`config.mk`:
```
export PLATFORM = sky130hd
export DESIGN_NAME = dram_req_sched
export DESIGN_NICKNAME = d
export VERILOG_FILES = /design/src/rtl/sched_pkg.sv /design/src/rtl/bank_tracker.sv /design/src/rtl/read_return.sv /design/src/rtl/thread_ranker.sv /design/src/rtl/dram_req_sched.sv
export SDC_FILE = /design/constraint.sdc
export NUM_CORES = 1
export LEC_CHECK = 0
export BUFFER_PORTS_ARGS = -buffer_cell sky130_fd_sc_hd__clkbuf_2
export CORE_ASPECT_RATIO = 0.75
export CORE_MARGIN = 10
export CORE_UTILIZATION = 35
export DETAILED_ROUTE_END_ITERATION = 6
export GPL_TIMING_DRIVEN = 0
export PLACE_DENSITY = 0.55
export SYNTH_ARGS = -nofsm -noshare
export SYNTH_HDL_FRONTEND = slang
export SYNTH_HIERARCHICAL = 1
export SYNTH_SLANG_ARGS = --single-unit
```
`constraint.sdc`:
```
create_clock -name clk -period 73.1 [get_ports clk]
set_input_delay 10.965 -clock clk [delete_from_list [all_inputs] [get_ports clk]]
set_output_delay 10.965 -clock clk [all_outputs]
set_load 0.02 [all_outputs]
```
`src/rtl/sched_pkg.sv`:
```
package sched_pkg;
  typedef enum logic [1:0] {
    CMD_NONE = 2'd0,
    CMD_PRE  = 2'd1,
    CMD_ACT  = 2'd2,
    CMD_RD   = 2'd3
  } cmd_e;

  typedef enum logic [1:0] {
    POL_FCFS   = 2'd0,
    POL_FRFCFS = 2'd1,
    POL_BATCH  = 2'd2
  } pol_e;
endpackage

```
`src/rtl/bank_tracker.sv`:
```
module bank_tracker import sched_pkg::*; #(
  parameter int ROW_W     = 14,
  parameter int T_BANK    = 10,
  parameter int T_OVERLAP = 5
) (
  input  logic             clk,
  input  logic             rst_n,
  input  logic             clear,
  input  logic             issue,
  input  logic [1:0]       kind,
  input  logic [ROW_W-1:0] row,
  output logic             is_open,
  output logic [ROW_W-1:0] open_row,
  output logic             can_cmd,
  output logic             can_rd
);
  localparam int CW    = $clog2(T_BANK + 1);
  localparam int T_HIT = T_BANK - T_OVERLAP;

  logic [CW-1:0] busy_cnt;
  logic [CW-1:0] gap_cnt;

  assign can_cmd = (busy_cnt == '0);
  assign can_rd  = (gap_cnt == '0);

  always_ff @(posedge clk or negedge rst_n) begin
    if (!rst_n) begin
      is_open  <= 1'b0;
      open_row <= '0;
      busy_cnt <= '0;
      gap_cnt  <= '0;
    end else if (clear) begin
      is_open  <= 1'b0;
      busy_cnt <= '0;
      gap_cnt  <= '0;
    end else if (issue) begin
      busy_cnt <= CW'(T_BANK - 1);
      case (kind)
        CMD_PRE: begin is_open <= 1'b0; gap_cnt <= CW'(T_BANK - 1); end
        CMD_ACT: begin is_open <= 1'b1; open_row <= row; gap_cnt <= CW'(T_BANK - 1); end
        default: gap_cnt <= CW'(T_HIT - 1);
      endcase
    end else begin
      if (busy_cnt != '0) busy_cnt <= busy_cnt - 1'b1;
      if (gap_cnt != '0) gap_cnt <= gap_cnt - 1'b1;
    end
  end

  // precharge and activate only reach an idle bank
  assert_bank_free_R2: assert property (@(posedge clk) disable iff (!rst_n)
    (issue && kind != CMD_RD) |-> busy_cnt == '0);

  // a read always targets the open row
  assert_read_open_R3: assert property (@(posedge clk) disable iff (!rst_n)
    (issue && kind == CMD_RD) |-> (is_open && open_row == row));
endmodule

```
`src/rtl/read_return.sv`:
```
module read_return #(
  parameter int SW      = 3,
  parameter int T_BANK  = 10,
  parameter int T_BURST = 5
) (
  input  logic          clk,
  input  logic          rst_n,
  input  logic          rd_issue,
  input  logic [SW-1:0] rd_slot,
  output logic          bus_free,
  output logic          data_valid,
  output logic [SW-1:0] data_slot,
  output logic          done_valid,
  output logic          ret_busy
);
  localparam int D  = T_BANK - 1;
  localparam int BW = $clog2(T_BURST + 1);

  logic [D-1:0]  pv;
  logic [SW-1:0] ps [D];
  logic [BW-1:0] beat_cnt;
  logic [BW-1:0] rsv_cnt;
  logic          load;

  assign load       = pv[D-1];
  assign bus_free   = (rsv_cnt == '0);
  assign data_valid = (beat_cnt != '0);
  assign done_valid = (beat_cnt == BW'(1));
  assign ret_busy   = (|pv) || data_valid;

  always_ff @(posedge clk or negedge rst_n) begin
    if (!rst_n) begin
      pv        <= '0;
      beat_cnt  <= '0;
      rsv_cnt   <= '0;
      data_slot <= '0;
      for (int i = 0; i < D; i++) ps[i] <= '0;
    end else begin
      pv    <= {pv[D-2:0], rd_issue};
      ps[0] <= rd_slot;
      for (int i = 1; i < D; i++) ps[i] <= ps[i-1];
      if (load) begin
        beat_cnt  <= BW'(T_BURST);
        data_slot <= ps[D-1];
      end else if (beat_cnt != '0) begin
        beat_cnt <= beat_cnt - 1'b1;
      end
      if (rd_issue) rsv_cnt <= BW'(T_BURST - 1);
      else if (rsv_cnt != '0) rsv_cnt <= rsv_cnt - 1'b1;
    end
  end

  // a new burst never starts while one is still on the bus
  assert_bus_serial_R5: assert property (@(posedge clk) disable iff (!rst_n)
    load |-> beat_cnt <= BW'(1));
endmodule

```
`src/rtl/thread_ranker.sv`:
```
module thread_ranker #(
  parameter int NT  = 2,
  parameter int NB  = 4,
  parameter int QD  = 8,
  parameter int TW  = 1,
  parameter int BW  = 2
) (
  input  logic          occ  [QD],
  input  logic [TW-1:0] thr  [QD],
  input  logic [BW-1:0] bank [QD],
  output logic [TW-1:0] rank [NT]
);
  localparam int CTW = $clog2(QD + 1);

  logic [CTW-1:0] peak [NT];
  logic [CTW-1:0] total [NT];
  logic [CTW-1:0] cnt;

  always_comb begin
    cnt = '0;
    for (int t = 0; t < NT; t++) begin
      peak[t]  = '0;
      total[t] = '0;
      for (int b = 0; b < NB; b++) begin
        cnt = '0;
        for (int s = 0; s < QD; s++)
          if (occ[s] && thr[s] == TW'(t) && bank[s] == BW'(b)) cnt = cnt + 1'b1;
        if (cnt > peak[t]) peak[t] = cnt;
        total[t] = total[t] + cnt;
      end
    end
    for (int t = 0; t < NT; t++) begin
      rank[t] = '0;
      for (int u = 0; u < NT; u++)
        if (u != t && ((peak[u] < peak[t]) ||
                       (peak[u] == peak[t] && total[u] < total[t]) ||
                       (peak[u] == peak[t] && total[u] == total[t] && u < t)))
          rank[t] = rank[t] + 1'b1;
    end
  end
endmodule

```
`src/rtl/dram_req_sched.sv`:
```
module dram_req_sched import sched_pkg::*; #(
  parameter int NUM_THREADS = 2,
  parameter int NUM_BANKS   = 4,
  parameter int QUEUE_DEPTH = 8,
  parameter int ROW_W       = 14,
  parameter int T_BANK      = 10,
  parameter int T_OVERLAP   = 5,
  parameter int T_BURST     = 5,
  parameter int TIME_W      = 16,
  localparam int TW = (NUM_THREADS > 1) ? $clog2(NUM_THREADS) : 1,
  localparam int BW = (NUM_BANKS > 1) ? $clog2(NUM_BANKS) : 1,
  localparam int SW = (QUEUE_DEPTH > 1) ? $clog2(QUEUE_DEPTH) : 1
) (
  input  logic                          clk,
  input  logic                          rst_n,
  input  logic                          req_valid,
  output logic                          req_ready,
  input  logic [TW-1:0]                 req_thread,
  input  logic [BW-1:0]                 req_bank,
  input  logic [ROW_W-1:0]              req_row,
  input  logic                          start,
  input  logic [1:0]                    policy,
  output logic                          busy,
  output logic                          cmd_valid,
  output logic [1:0]                    cmd_kind,
  output logic [BW-1:0]                 cmd_bank,
  output logic [ROW_W-1:0]              cmd_row,
  output logic [SW-1:0]                 cmd_slot,
  output logic                          data_valid,
  output logic [SW-1:0]                 data_slot,
  output logic                          done_valid,
  output logic [SW-1:0]                 done_slot,
  output logic [TW-1:0]                 done_thread,
  output logic [NUM_THREADS*TIME_W-1:0] stall_time
);
  localparam int QD  = QUEUE_DEPTH;
  localparam int NB  = NUM_BANKS;
  localparam int CTW = $clog2(QD + 1);
  localparam int KW  = 1 + TW + 1 + SW;

  logic [TW-1:0]    q_thr  [QD];
  logic [BW-1:0]    q_bank [QD];
  logic [ROW_W-1:0] q_row  [QD];
  logic             occ    [QD];
  logic [QD-1:0]    pend;
  logic [CTW-1:0]   fill;
  logic             run;
  pol_e             pol;
  logic [TIME_W-1:0] now;
  logic [TIME_W-1:0] stall [NUM_THREADS];

  logic             b_open [NB];
  logic [ROW_W-1:0] b_row  [NB];
  logic             b_cmd  [NB];
  logic             b_rd   [NB];
  logic [TW-1:0]    rank   [NUM_THREADS];

  logic [KW-1:0] key   [QD];
  logic          s_hit [QD];
  logic [KW-1:0] bkey  [NB];
  logic [SW-1:0] bslot [NB];
  cmd_e          bkind [NB];
  logic          blegal[NB];

  logic          found, iss, start_go, bus_free, ret_busy;
  logic [KW-1:0] skey;
  logic [BW-1:0] sel_bank;
  logic [SW-1:0] sel_slot;
  cmd_e          sel_kind;

  assign start_go  = start && !run && (fill != '0);
  assign req_ready = !run && !start && (fill != CTW'(QD));
  assign busy      = run;

  for (genvar s = 0; s < QD; s++) begin : g_occ
    assign occ[s] = (CTW'(s) < fill);
  end

  thread_ranker #(.NT(NUM_THREADS), .NB(NB), .QD(QD), .TW(TW), .BW(BW)) u_rank (
    .occ(occ), .thr(q_thr), .bank(q_bank), .rank(rank));

  for (genvar g = 0; g < NB; g++) begin : g_bank
    bank_tracker #(.ROW_W(ROW_W), .T_BANK(T_BANK), .T_OVERLAP(T_OVERLAP)) u_bank (
      .clk(clk), .rst_n(rst_n), .clear(start_go),
      .issue(iss && sel_bank == BW'(g)), .kind(sel_kind), .row(q_row[sel_slot]),
      .is_open(b_open[g]), .open_row(b_row[g]), .can_cmd(b_cmd[g]), .can_rd(b_rd[g]));
  end

  read_return #(.SW(SW), .T_BANK(T_BANK), .T_BURST(T_BURST)) u_ret (
    .clk(clk), .rst_n(rst_n), .rd_issue(iss && sel_kind == CMD_RD), .rd_slot(sel_slot),
    .bus_free(bus_free), .data_valid(data_valid), .data_slot(data_slot),
    .done_valid(done_valid), .ret_busy(ret_busy));

  // Priority key per slot: pending, thread rank, row hit, age
  always_comb begin
    for (int s = 0; s < QD; s++) begin
      s_hit[s] = b_open[q_bank[s]] && (b_row[q_bank[s]] == q_row[s]);
      key[s] = {pend[s],
                (pol == POL_BATCH) ? (TW'(NUM_THREADS - 1) - rank[q_thr[s]]) : TW'(0),
                (pol != POL_FCFS) && s_hit[s],
                SW'(QD - 1 - s)};
    end
  end

  // Best request per bank, then best legal bank on the command bus
  always_comb begin
    found = 1'b0; skey = '0; sel_bank = '0; sel_slot = '0; sel_kind = CMD_NONE;
    for (int b = 0; b < NB; b++) begin
      bkey[b] = '0; bslot[b] = '0;
      for (int s = 0; s < QD; s++)
        if (q_bank[s] == BW'(b) && key[s] > bkey[b]) begin
          bkey[b] = key[s]; bslot[b] = SW'(s);
        end
      bkind[b]  = !b_open[b] ? CMD_ACT : (s_hit[bslot[b]] ? CMD_RD : CMD_PRE);
      blegal[b] = (bkind[b] == CMD_RD) ? (b_rd[b] && bus_free) : b_cmd[b];
      if (bkey[b][KW-1] && blegal[b] && bkey[b] > skey) begin
        found = 1'b1; skey = bkey[b]; sel_bank = BW'(b);
        sel_slot = bslot[b]; sel_kind = bkind[b];
      end
    end
  end

  assign iss         = run && found;
  assign cmd_valid   = iss;
  assign cmd_kind    = iss ? sel_kind : CMD_NONE;
  assign cmd_bank    = sel_bank;
  assign cmd_row     = q_row[sel_slot];
  assign cmd_slot    = sel_slot;
  assign done_slot   = data_slot;
  assign done_thread = q_thr[data_slot];

  for (genvar t = 0; t < NUM_THREADS; t++) begin : g_stall
    assign stall_time[t*TIME_W +: TIME_W] = stall[t];
  end

  always_ff @(posedge clk or negedge rst_n) begin
    if (!rst_n) begin
      fill <= '0; run <= 1'b0; pol <= POL_FCFS; now <= '0; pend <= '0;
      for (int s = 0; s < QD; s++) begin q_thr[s] <= '0; q_bank[s] <= '0; q_row[s] <= '0; end
      for (int t = 0; t < NUM_THREADS; t++) stall[t] <= '0;
    end else if (start_go) begin
      run <= 1'b1; now <= '0; pol <= pol_e'(policy);
      for (int s = 0; s < QD; s++) pend[s] <= occ[s];
      for (int t = 0; t < NUM_THREADS; t++) stall[t] <= '0;
    end else if (run) begin
      now <= now + 1'b1;
      if (iss && sel_kind == CMD_RD) pend[sel_slot] <= 1'b0;
      if (done_valid) stall[q_thr[data_slot]] <= now + 1'b1;
      if (pend == '0 && !ret_busy) begin run <= 1'b0; fill <= '0; end
    end else if (req_valid && req_ready) begin
      q_thr[fill[SW-1:0]]  <= req_thread;
      q_bank[fill[SW-1:0]] <= req_bank;
      q_row[fill[SW-1:0]]  <= req_row;
      fill <= fill + 1'b1;
    end
  end

  // every accepted request grows the queue by one
  assert_push_count_R10: assert property (@(posedge clk) disable iff (!rst_n)
    (req_valid && req_ready) |=> fill == $past(fill) + 1'b1);

  // a completing slot had its read issued earlier
  assert_done_issued_R6: assert property (@(posedge clk) disable iff (!rst_n)
    done_valid |-> !pend[data_slot]);
endmodule

```
# Word level (Yosys, flattened, before mapping)
# Cells that the tools add are included.
# op_classes
bitwise	36
magnitude_cmp	81
eq_ne	49
n_addsub	82
reduce_logical	229
muxes	329
# op_table
operator	count
two-way mux 4 bit	92
two-way mux 14 bit	19
binary-select mux 14 bit (select 2 bit)	8
two-way mux 6 bit	35
adder 4 x 1 -> 4 bit (second input constant)	49
greater-than comparator 6 bit	31
logical AND 1 bit	158
bitwise mux 112 bit	1
== test 14 bit	8
two-way mux 3 bit	32
two-way mux 32 bit	3
two-way mux 1 bit	94
== test 2 bit (second input constant)	25
two-way mux 16 bit	3
binary-select mux 14 bit (select 3 bit)	1
demux 14 bit (select 3 bit)	1
nonzero test 4 bit	9
nonzero test 3 bit	11
bitwise mux 32 bit	1
logical NOT 4 bit	8
two-way mux 2 bit	16
subtractor 4 x 1 -> 4 bit (second input constant)	8
greater-or-equal comparator 4 bit (second input constant)	7
NOT 3 -> 4 bit	7
other kinds (47)	179
# totals
elab_cells	866
inputBits	23
register_bits	336

# Depth between registers and ports, before layout
# depth
ltp_word	89
mapped_depth	160
ltp_nobuf	154

# By module
# Netlist, hierarchy kept.
# modules_own_cells
mod	instances	cells_each	area_per_inst_um2	seq_area_each_um2
dram_req_sched	1	1943	19143.4	4979.8
thread_ranker	1	791	6020.8	0.0
bank_tracker	4	80	1109.8	575.6
read_return	1	80	1393.8	1126.1

# Worst setup path before layout
# Ideal clock, no wire load.
# synth_path
path_kind	reg-to-output
start	reg fill[2]
end	out cmd_row[10]
required_time_ns	62.135
stages_incl_launch_ff	148
path_buffers	10
path_slack_ns	35.510
arrival_ns	26.625
cell_sequence	dfrtp_1 clkbuf_1 or3_1 nor2b_1 nand2_1 inv_1 ha_1 xor2_1 ha_1 nand2_1 nand2_1 ha_1 nor2_1 a31oi_1 ha_1 a22o_1 ha_1 mux2_2 [112 not listed] ha_1 nor2b_1 o21a_1 o21a_1 o21ai_0 nand2b_1 a21oi_1 a31oi_1 nand4_1 mux2_2 buf_2 nor3_1 a31oi_1 o31a_1 buf_2 buf_2 buf_2 mux2i_1
# synth_rtl
item	line_no	source
from (decl)	dram_req_sched.sv:46	logic [CTW-1:0] fill;
from (signal assigned)	dram_req_sched.sv:154	fill <= fill + 1'b1;
to (decl)	dram_req_sched.sv:27	output logic [ROW_W-1:0] cmd_row,

==> results.ini <==
[sta]
finalCriticalPeriod_ps=45150
final.period_utilization=0.6177
tightest_slew_ps=1514
fmax_ghz=0.02215
maxSlewViolCount=9
fin_worst_skew_ps=38.20
slew_headroom=-0.01287
finalSetupViolCount=0
rsz0062_at_grt=no
final.setup.tns_ps=0
setup_ws_ps=27950
hold_violations=0

[worst_setup_path]
crit_required_ps=62140
cp_top_family=compound AO/OA/AOI/OAI gates
critical-path-max-stage-delay_ps=1010
arrival_ps=34190
critPathBufInv=15
cp-end-kind=output port
cpMostUsedCell=ha_1
start_kind=flip-flop
cpMaxStageDelayCell=mux2i_1
worstSetupPathType=flip-flop to output port
crit_fanout=10

[yosys]
synth_sequential_area_ratio=0.2713
yosysWarnings=6
synth_top_area_share=0.2713
synth.most_common_cell=dfrtp_1
netlist_area_mm2=0.03100
yosysTopAreaCell=dfrtp_1
syn-instance-count=3134
dominantRegCellSynth=dfrtp_1
netlist_top_cells_area=dfrtp_1 27%, ha_1 9.0%, mux4_2 8.0%
ys_ff_latch=336
synth_edf_count=0
async_flop_share=1.000
synthTopCellsByCount=336 x dfrtp_1, 226 x nand2_1, 222 x ha_1
synthesis.nets=3391
ys_types=134
syn_area_per_cell_um2=9.891

[clocking]
cts_tree=done
cts_setup_buffers=0
max-clock-path-buffers=3
cts.htree.levels=2
path_clk_slew_ps=70
cts-root-buf=clkbuf_16
post_cts_resized=0
clock_sinks=336
clock_latency_ps=610
ctsHoldBuffers=0
cts_buffers=37

[die]
start_util=0.3533
core_area_mm2=0.08774
io_pins=88
die_area_mm2=0.1010
die_x_um=363.6
row_count=94
die_h_um=277.7

[place]
hpwl_um=83990
gp_congestion=1.003
dp.cells=4378
io_buffers=87
place_ws_ps=29340

[detailed_routing]
dr.pass1.iters=6
wl_per_cell_um=24.81
postRouteAntennaNets=0
first_iter_violations=2878
drc=0
wl_um=110400
via_per_inst=5.875
routed-via-count=26150

[grt]
use_met2=0.3033
track_usage=0.2139
met1_usage=0.3131
grt-ovfl-total=0
busiest_layer=met1
grtUsageMet3=0.05510
grt_pass1_wl_um=166300
grt_pass1_vias=25350
antenna_found_initial=6
grt_max_degree=108

[status]
status=complete, but fails checks
violations=capacitance limit, slew limit

[cells_and_area]
drive_gt1_frac=0.2076
finalNonFillerCells=4451
area_growth_pct=10.93
nNetsFinal=3523

[run]
maxCapViolCount=2

[min_path]
hp-class=flip-flop to flip-flop

==> path summary, 6_finish.rpt <==
| check | slack [ps] | end | startpoint | cells after the start |
|---|---|---|---|---|
| max | 27950 | cmd_row[13] | fill[2]$_DFFE_PN0P_ | 147 |
| min | 340 | u_ret/ps[12]$_DFF_PN0_ | u_ret/ps[15]$_DFF_PN0_ | 0 |
| max reg2reg | 39430 | g_bank[3].u_bank/open_row[13]$_DFFE_PN0P_ | fill[2]$_DFFE_PN0P_ | 147 |
| min reg2reg | 340 | u_ret/ps[12]$_DFF_PN0_ | u_ret/ps[15]$_DFF_PN0_ | 0 |
| max in group asynchronous | 61460 | stall_time[2]$_DFFE_PN0P_ | rst_n | 3 |
| min in group asynchronous | 10310 | g_bank[3].u_bank/gap_cnt[1]$_DFFE_PN0P_ | rst_n | 1 |
==> registers in the layout, summed over array words and instances (netlist names) <==
register	count
u_ret/pv	9
u_ret/rsv_cnt	3
u_ret/beat_cnt	3
fill	4
q_row	112
g_bank.u_bank/busy_cnt	16
g_bank.u_bank/is_open	4
u_ret/data_slot	3
u_ret/ps	27
q_bank	16
g_bank.u_bank/open_row	56
stall_time	32
g_bank.u_bank/gap_cnt	16
busy	1
q_thr	8
now	16
pol	2
pend	8
==> area by class of cell <==
class	count	area, um^2
flip-flops and latches	336	8408
clock buffers	46	989.7
clock inverters	22	352.8
fillers	8767	53350
repair buffers	93	569.3
inverters	177	664.4
plain buffers	125	624.3
diodes	4	10.01
multi-input cells	2496	21330
well taps	1152	1441
==> placed cells by master, fill, tap and decap left out, types with 60 or more instances in the layout <==
master / count
dfrtp_1: 336
nand2_1: 226
ha_1: 222
xnor2_1: 212
mux2_2: 205
nor2_1: 194
inv_1: 174
a21oi_1: 147
o21ai_0: 119
mux4_2: 110
nand3_1: 99
mux2i_1: 92
clkbuf_2: 86
nor3_1: 65
clkbuf_1: 64
xor2_1: 60
==> metal layers <==
layer	up-vias	share of wire	routed length (um)
li1	11890	-	-
met3	169	0.11	12150
met2	1178	0.41	44780
met1	12910	0.46	50250
met5	-	0.00010	11
met4	2	0.029	3232
==> through the flow <==
step / area [um^2] / hold slack (ps) / util
2_1_floorplan: 31000 / 331.2 / -
5_1_grt: 34380 / 352.3 / 0.3918
3_5_place_dp: 33010 / 334.7 / 0.3763
4_1_cts: 34360 / 348.0 / 0.3916
6_report: 34390 / 340.1 / 0.3919
3_3_place_gp: 32870 / 332.4 / 0.3747
==> cells by family after synthesis <==
kind of cell / after synthesis / synth area share
buf+inv: 302 / 0.04158
fa+ha+maj: 234 / 0.09736
simple gates: 909 / 0.1582
flops: 336 / 0.2713
xor+xnor: 291 / 0.08892
compound gates: 604 / 0.1345
mux: 458 / 0.2082
Power is left out: the tool's default activity adds up to more than one toggle a clock period on the data nets, which glitch-free logic cannot reach.
